## src/rtl/dstack_pkg.sv

```systemverilog
package dstack_pkg;

   typedef enum logic [1:0] {
      OP_IDLE = 2'd0,
      OP_LOAD = 2'd1,
      OP_PUSH = 2'd2,
      OP_POP  = 2'd3
   } stk_op_e;

endpackage

```

## src/rtl/dstack_arb.sv

```systemverilog
module dstack_arb
   import dstack_pkg::*;
(
   input  logic    push_req,
   input  logic    pop_req,
   input  logic    ld_en,
   output stk_op_e op
);
   // One operation per cycle: load, then push, then pop.
   always_comb begin
      if (ld_en)         op = OP_LOAD;
      else if (push_req) op = OP_PUSH;
      else if (pop_req)  op = OP_POP;
      else               op = OP_IDLE;
   end
endmodule

```

## src/rtl/dstack_ptr.sv

```systemverilog
module dstack_ptr
   import dstack_pkg::*;
#(
   parameter int unsigned           ADDR_W   = 16,
   parameter int unsigned           STEP     = 2,
   parameter logic [ADDR_W-1:0]     TOP_ADDR = 'h0400
) (
   input  logic              clk,
   input  logic              rst_n,
   input  stk_op_e           op,
   input  logic [ADDR_W-1:0] ld_value,
   input  logic              err_clr,
   output logic [ADDR_W-1:0] sp,
   output logic [ADDR_W-1:0] sp_dec,
   output logic              err
);
   // Bit 0 has no storage: the pointer is even by construction.
   logic [ADDR_W-1:1] sp_hi;
   logic [ADDR_W-1:0] sp_inc;

   assign sp     = {sp_hi, 1'b0};
   assign sp_dec = sp - ADDR_W'(STEP);
   assign sp_inc = sp + ADDR_W'(STEP);

   always_ff @(posedge clk) begin
      if (!rst_n) begin
         sp_hi <= TOP_ADDR[ADDR_W-1:1];
      end else begin
         unique case (op)
            OP_LOAD: sp_hi <= ld_value[ADDR_W-1:1];
            OP_PUSH: sp_hi <= sp_dec[ADDR_W-1:1];
            OP_POP:  sp_hi <= sp_inc[ADDR_W-1:1];
            default: sp_hi <= sp_hi;
         endcase
      end
   end

   // Sticky odd-load flag; setting wins over clearing.
   always_ff @(posedge clk) begin
      if (!rst_n)                           err <= 1'b0;
      else if (op == OP_LOAD && ld_value[0]) err <= 1'b1;
      else if (err_clr)                     err <= 1'b0;
   end
endmodule

```

## src/rtl/dstack_mem.sv

```systemverilog
module dstack_mem #(
   parameter int unsigned ADDR_W    = 16,
   parameter int unsigned DATA_W    = 16,
   parameter int unsigned MEM_WORDS = 32
) (
   input  logic              clk,
   input  logic              rst_n,
   input  logic              wr_en,
   input  logic              wr_byte,
   input  logic [ADDR_W-1:0] wr_addr,
   input  logic [DATA_W-1:0] wr_data,
   input  logic              rd_en,
   input  logic              rd_byte,
   input  logic [ADDR_W-1:0] rd_addr,
   output logic [DATA_W-1:0] rd_data,
   output logic              rd_valid
);
   localparam int unsigned LANES = DATA_W / 8;
   localparam int unsigned SHIFT = $clog2(LANES);
   localparam int unsigned IDX_W = $clog2(MEM_WORDS);

   logic [IDX_W-1:0]  wr_idx, rd_idx;
   logic [DATA_W-1:0] rd_word;
   logic              byte_q;

   assign wr_idx = wr_addr[IDX_W+SHIFT-1:SHIFT];
   assign rd_idx = rd_addr[IDX_W+SHIFT-1:SHIFT];

   for (genvar l = 0; l < LANES; l++) begin : g_lane
      logic [7:0] lane_mem [MEM_WORDS];
      logic [7:0] lane_q;
      // A byte push touches lane 0 only.
      logic       lane_we;
      assign lane_we = wr_en && ((l == 0) || !wr_byte);

      always_ff @(posedge clk) begin
         if (lane_we) lane_mem[wr_idx] <= wr_data[l*8 +: 8];
      end
      always_ff @(posedge clk) begin
         if (rd_en) lane_q <= lane_mem[rd_idx];
      end
      assign rd_word[l*8 +: 8] = lane_q;
   end

   always_ff @(posedge clk) begin
      if (!rst_n) begin
         rd_valid <= 1'b0;
         byte_q   <= 1'b0;
      end else begin
         rd_valid <= rd_en;
         if (rd_en) byte_q <= rd_byte;
      end
   end

   assign rd_data = byte_q ? {{(DATA_W-8){1'b0}}, rd_word[7:0]} : rd_word;
endmodule

```

## src/rtl/dstack_unit.sv

```systemverilog
module dstack_unit
   import dstack_pkg::*;
#(
   parameter int unsigned       ADDR_W    = 16,
   parameter int unsigned       DATA_W    = 16,
   parameter int unsigned       MEM_WORDS = 32,
   parameter logic [ADDR_W-1:0] TOP_ADDR  = 'h0400
) (
   input  logic              clk,
   input  logic              rst_n,
   input  logic              push_req,
   input  logic              pop_req,
   input  logic              byte_mode,
   input  logic [DATA_W-1:0] push_data,
   output logic [DATA_W-1:0] pop_data,
   output logic              pop_valid,
   input  logic              ld_en,
   input  logic [ADDR_W-1:0] ld_value,
   input  logic              err_clr,
   output logic [ADDR_W-1:0] sp_out,
   output logic              err_out
);
   localparam int unsigned STEP = DATA_W / 8;

   if (DATA_W != 16) begin : g_bad_width
      initial $fatal(1, "dstack_unit: DATA_W must be 16");
   end
   if (TOP_ADDR[0] != 1'b0) begin : g_bad_top
      initial $fatal(1, "dstack_unit: TOP_ADDR must be even");
   end
   if ((MEM_WORDS < 2) || ((MEM_WORDS & (MEM_WORDS - 1)) != 0)) begin : g_bad_depth
      initial $fatal(1, "dstack_unit: MEM_WORDS must be a power of two");
   end
   if (ADDR_W < $clog2(MEM_WORDS) + 1) begin : g_bad_addr
      initial $fatal(1, "dstack_unit: ADDR_W too small for MEM_WORDS");
   end

   stk_op_e           op;
   logic [ADDR_W-1:0] sp, sp_dec;

   dstack_arb u_arb (
      .push_req (push_req),
      .pop_req  (pop_req),
      .ld_en    (ld_en),
      .op       (op)
   );

   dstack_ptr #(
      .ADDR_W   (ADDR_W),
      .STEP     (STEP),
      .TOP_ADDR (TOP_ADDR)
   ) u_ptr (
      .clk      (clk),
      .rst_n    (rst_n),
      .op       (op),
      .ld_value (ld_value),
      .err_clr  (err_clr),
      .sp       (sp),
      .sp_dec   (sp_dec),
      .err      (err_out)
   );

   dstack_mem #(
      .ADDR_W    (ADDR_W),
      .DATA_W    (DATA_W),
      .MEM_WORDS (MEM_WORDS)
   ) u_mem (
      .clk      (clk),
      .rst_n    (rst_n),
      .wr_en    (op == OP_PUSH),
      .wr_byte  (byte_mode),
      .wr_addr  (sp_dec),
      .wr_data  (push_data),
      .rd_en    (op == OP_POP),
      .rd_byte  (byte_mode),
      .rd_addr  (sp),
      .rd_data  (pop_data),
      .rd_valid (pop_valid)
   );

   assign sp_out = sp;
endmodule

```

## config.mk

```make
export PLATFORM = sky130hd
export DESIGN_NAME = dstack_unit
export DESIGN_NICKNAME = d
export VERILOG_FILES = /design/src/rtl/dstack_pkg.sv /design/src/rtl/dstack_arb.sv /design/src/rtl/dstack_ptr.sv /design/src/rtl/dstack_mem.sv /design/src/rtl/dstack_unit.sv
export SDC_FILE = /design/constraint.sdc
export NUM_CORES = 1
export LEC_CHECK = 0
export ABC_AREA = 0
export BUFFER_PORTS_ARGS = -buffer_cell sky130_fd_sc_hd__buf_2
export CAP_MARGIN = 20
export CORE_MARGIN = 2
export CORE_UTILIZATION = 45
export DETAILED_ROUTE_END_ITERATION = 6
export PLACE_DENSITY = 0.59
export SLEW_MARGIN = 15
export SYNTH_ARGS = -nofsm -noshare
export SYNTH_HDL_FRONTEND = slang
export SYNTH_HIERARCHICAL = 1
export SYNTH_SLANG_ARGS = --single-unit
```

## constraint.sdc

```tcl
create_clock -name clk -period 5.5 [get_ports clk]
set_clock_uncertainty 0.1 [all_clocks]
set_input_delay 0.55 -clock clk [delete_from_list [all_inputs] [get_ports clk]]
set_output_delay 0.55 -clock clk [all_outputs]
set_load 0.1 [all_outputs]
```

==> results.toml <==
[status]
status = "finished, final reports clean"

[global_routing]
grt_max_degree = 130
grt_pass1_vias = 12400
antenna_found_initial = 0
groute.usage.overall = 0.213
grt_overflow = 0
grt_pass1_wl_um = 79500

[synth]
yosys_warnings = 6
synth_nets = 1468
syn_avg_cell_area_sq_um = 15.8
syn_area_sq_um = 22500
postSynthCellCount = 1426

[clocking]
postCtsHoldBufs = 0
cts.sinks = 546
post_cts_buffers = 0
clk_pin_slew_ns = 0.06
post_cts_resize_count = 0
htreeDepth = 2
clockBufferDepth = 3
cts-buffers-inserted = 55
cts_tree = "done"
worstSkewPairLatency_ns = 0.60
clockRootBuffer = "clkbuf_16"

[setup_path]
cp.arrival_ns = 4.25
crit_family = "simple AND/OR/NAND/NOR gates"
cp.required_ns = 5.64
cp_max_fo = 36
critPathBufInv = 1
slowest_delay_ns = 0.73
crit_chain = "inv_1 > ha_1 > or3b_2 > xnor2_1 > nand3b_1 > nor2_1"
reg2reg_slack_ns = 1.39
end_kind = "register"
critPathKind = "reg -> reg"
cp-start-kind = "register"
cp_slowest_cell = "nor2_1"

[flow_run]
max_cap_violations = 0

[placement]
gp_congestion = 0.806
portBuffers = 71
place_ws_ns = 1.43
dpl_cell_area_sq_um = 23200
hpwl_um = 32800

[routing]
drt_iter0_drc = 1278
wirelength_um = 54000
vias = 12400
drc = 0
viasPerCell = 5.72
avgRoutedWirePerCell_um = 24.8
first_pass_iters = 6
ant_nets = 0

[timing]
fin_crit_ns = 4.11
setup_ws_ns = 1.39
slew-limit-headroom = 0.265
hold_viol = 0
clock.fmax_mhz = 244
drv_slew = 0
rsz0062_at_grt = "no"
fin_tns_setup_ns = 0
period_share = 0.747
setup_viol = 0
worst_pin_slew_ns = 1.10
whs_ns = 0.0696

[floorplanning]
initial_core_util = 0.458
io_pins = 73
die-area_sq_um = 51800
core_area_sq_um = 49200
fp.dieH_um = 228
std_cell_rows = 81
fp.dieW_um = 228

[layout]
nNetsFinal = 1506
fillerInstances = 4049
n_antenna_cell = 0
design_area_sq_um = 24900
syn_to_final_growth_pct = 10.8
drive_above_1_share = 0.121

[power_and_ir_drop]
pwr_density_cell_nw_per_um2 = 368
ir_drop_mv = 0.238
p_leak_nw = 7.98
finalPower_mw = 9.17

[worst_hold_path]
hp-class = "in -> reg"
## tightest hold or removal path: stages
cell     delay, ns
buf_2         0.08
a21oi_1       0.05
nor2_1        0.07
## metal layers
layer / routed length [um] / global-route usage / vias up
met1: 23800 / 0.305 / 6268
li1: - / - / 5662
met3: 4000 / 0.0476 / 66
met2: 25200 / 0.332 / 428
met4: 955 / 0.0500 / 0
met5: 0 / 0 / -
## sequential cells by signal, indices dropped and copies added (netlist names)
register and flops:
u_mem/g_lane.lane_mem 512, u_mem/g_lane.lane_q 16, u_ptr/sp_hi 15, u_mem/byte_q 1, u_mem/rd_valid 1, u_ptr/err 1
## cell usage in the layout, fill, tap and decap left out, types with 4 or more instances in the layout
| master | count |
|---|---|
| edfxtp_1 | 528 |
| mux2i_1 | 264 |
| nor2_1 | 78 |
| buf_2 | 71 |
| a22oi_1 | 64 |
| clkbuf_16 | 56 |
| nand2_1 | 47 |
| a21oi_1 | 43 |
| nand3_1 | 41 |
| a22o_1 | 35 |
| nand4_1 | 26 |
| a31oi_1 | 23 |
| nor3_1 | 20 |
| dfxtp_1 | 17 |
| clkinv_1 | 15 |
| buf_4 | 15 |
| clkbuf_1 | 14 |
| nor2b_1 | 13 |
| nand2b_1 | 11 |
| o21ai_0 | 11 |
| clkinv_2 | 9 |
| inv_1 | 8 |
| nand3b_1 | 8 |
| nor4_1 | 7 |
| or2_2 | 5 |
| a211oi_1 | 5 |
| or4_1 | 4 |
| and4_1 | 4 |
## final timing paths
| check | to | depth (start not counted) | start |
|---|---|---|---|
| hold reg to reg | u_ptr/err | 3 | u_ptr/err |
| setup reg to reg | u_mem/g_lane[0].lane_mem[22][6] | 6 | u_ptr/sp_hi[1] |
| setup / recovery | u_mem/g_lane[0].lane_mem[22][6] | 6 | u_ptr/sp_hi[1] |
| hold / removal | u_ptr/err | 3 | ld_value[0] |
## final cells by class
cell class / instances / area (sq um) / share of cell area
tap: 664 / 831 / 0.0333
inverter: 8 / 30.0 / 0.00120
clock inverter: 31 / 233 / 0.00934
sequential: 546 / 16200 / 0.651
timing repair buffer: 87 / 488 / 0.0196
multi-input combinational: 766 / 5670 / 0.228
clock buffer: 70 / 1450 / 0.0583
## through the flow
| step | util | instances |
|---|---|---|
| 2_1_floorplan | - | 1426 |
| 3_3_place_gp | 0.473 | 2071 |
| 3_5_place_dp | 0.473 | 2071 |
| 4_1_cts | 0.507 | 2172 |
| 5_1_grt | 0.507 | 2172 |
| 6_report | 0.507 | 2172 |
## where the power goes
| group | total, mW | switching, mW | internal, mW |
|---|---|---|---|
| clock network | 3.51 | 1.51 | 2.00 |
| logic | 0.998 | 0.729 | 0.269 |
| registers | 4.66 | 0.0453 | 4.61 |
| total | 9.17 | 2.29 | 6.88 |
(Power assumes the default switching activity.)
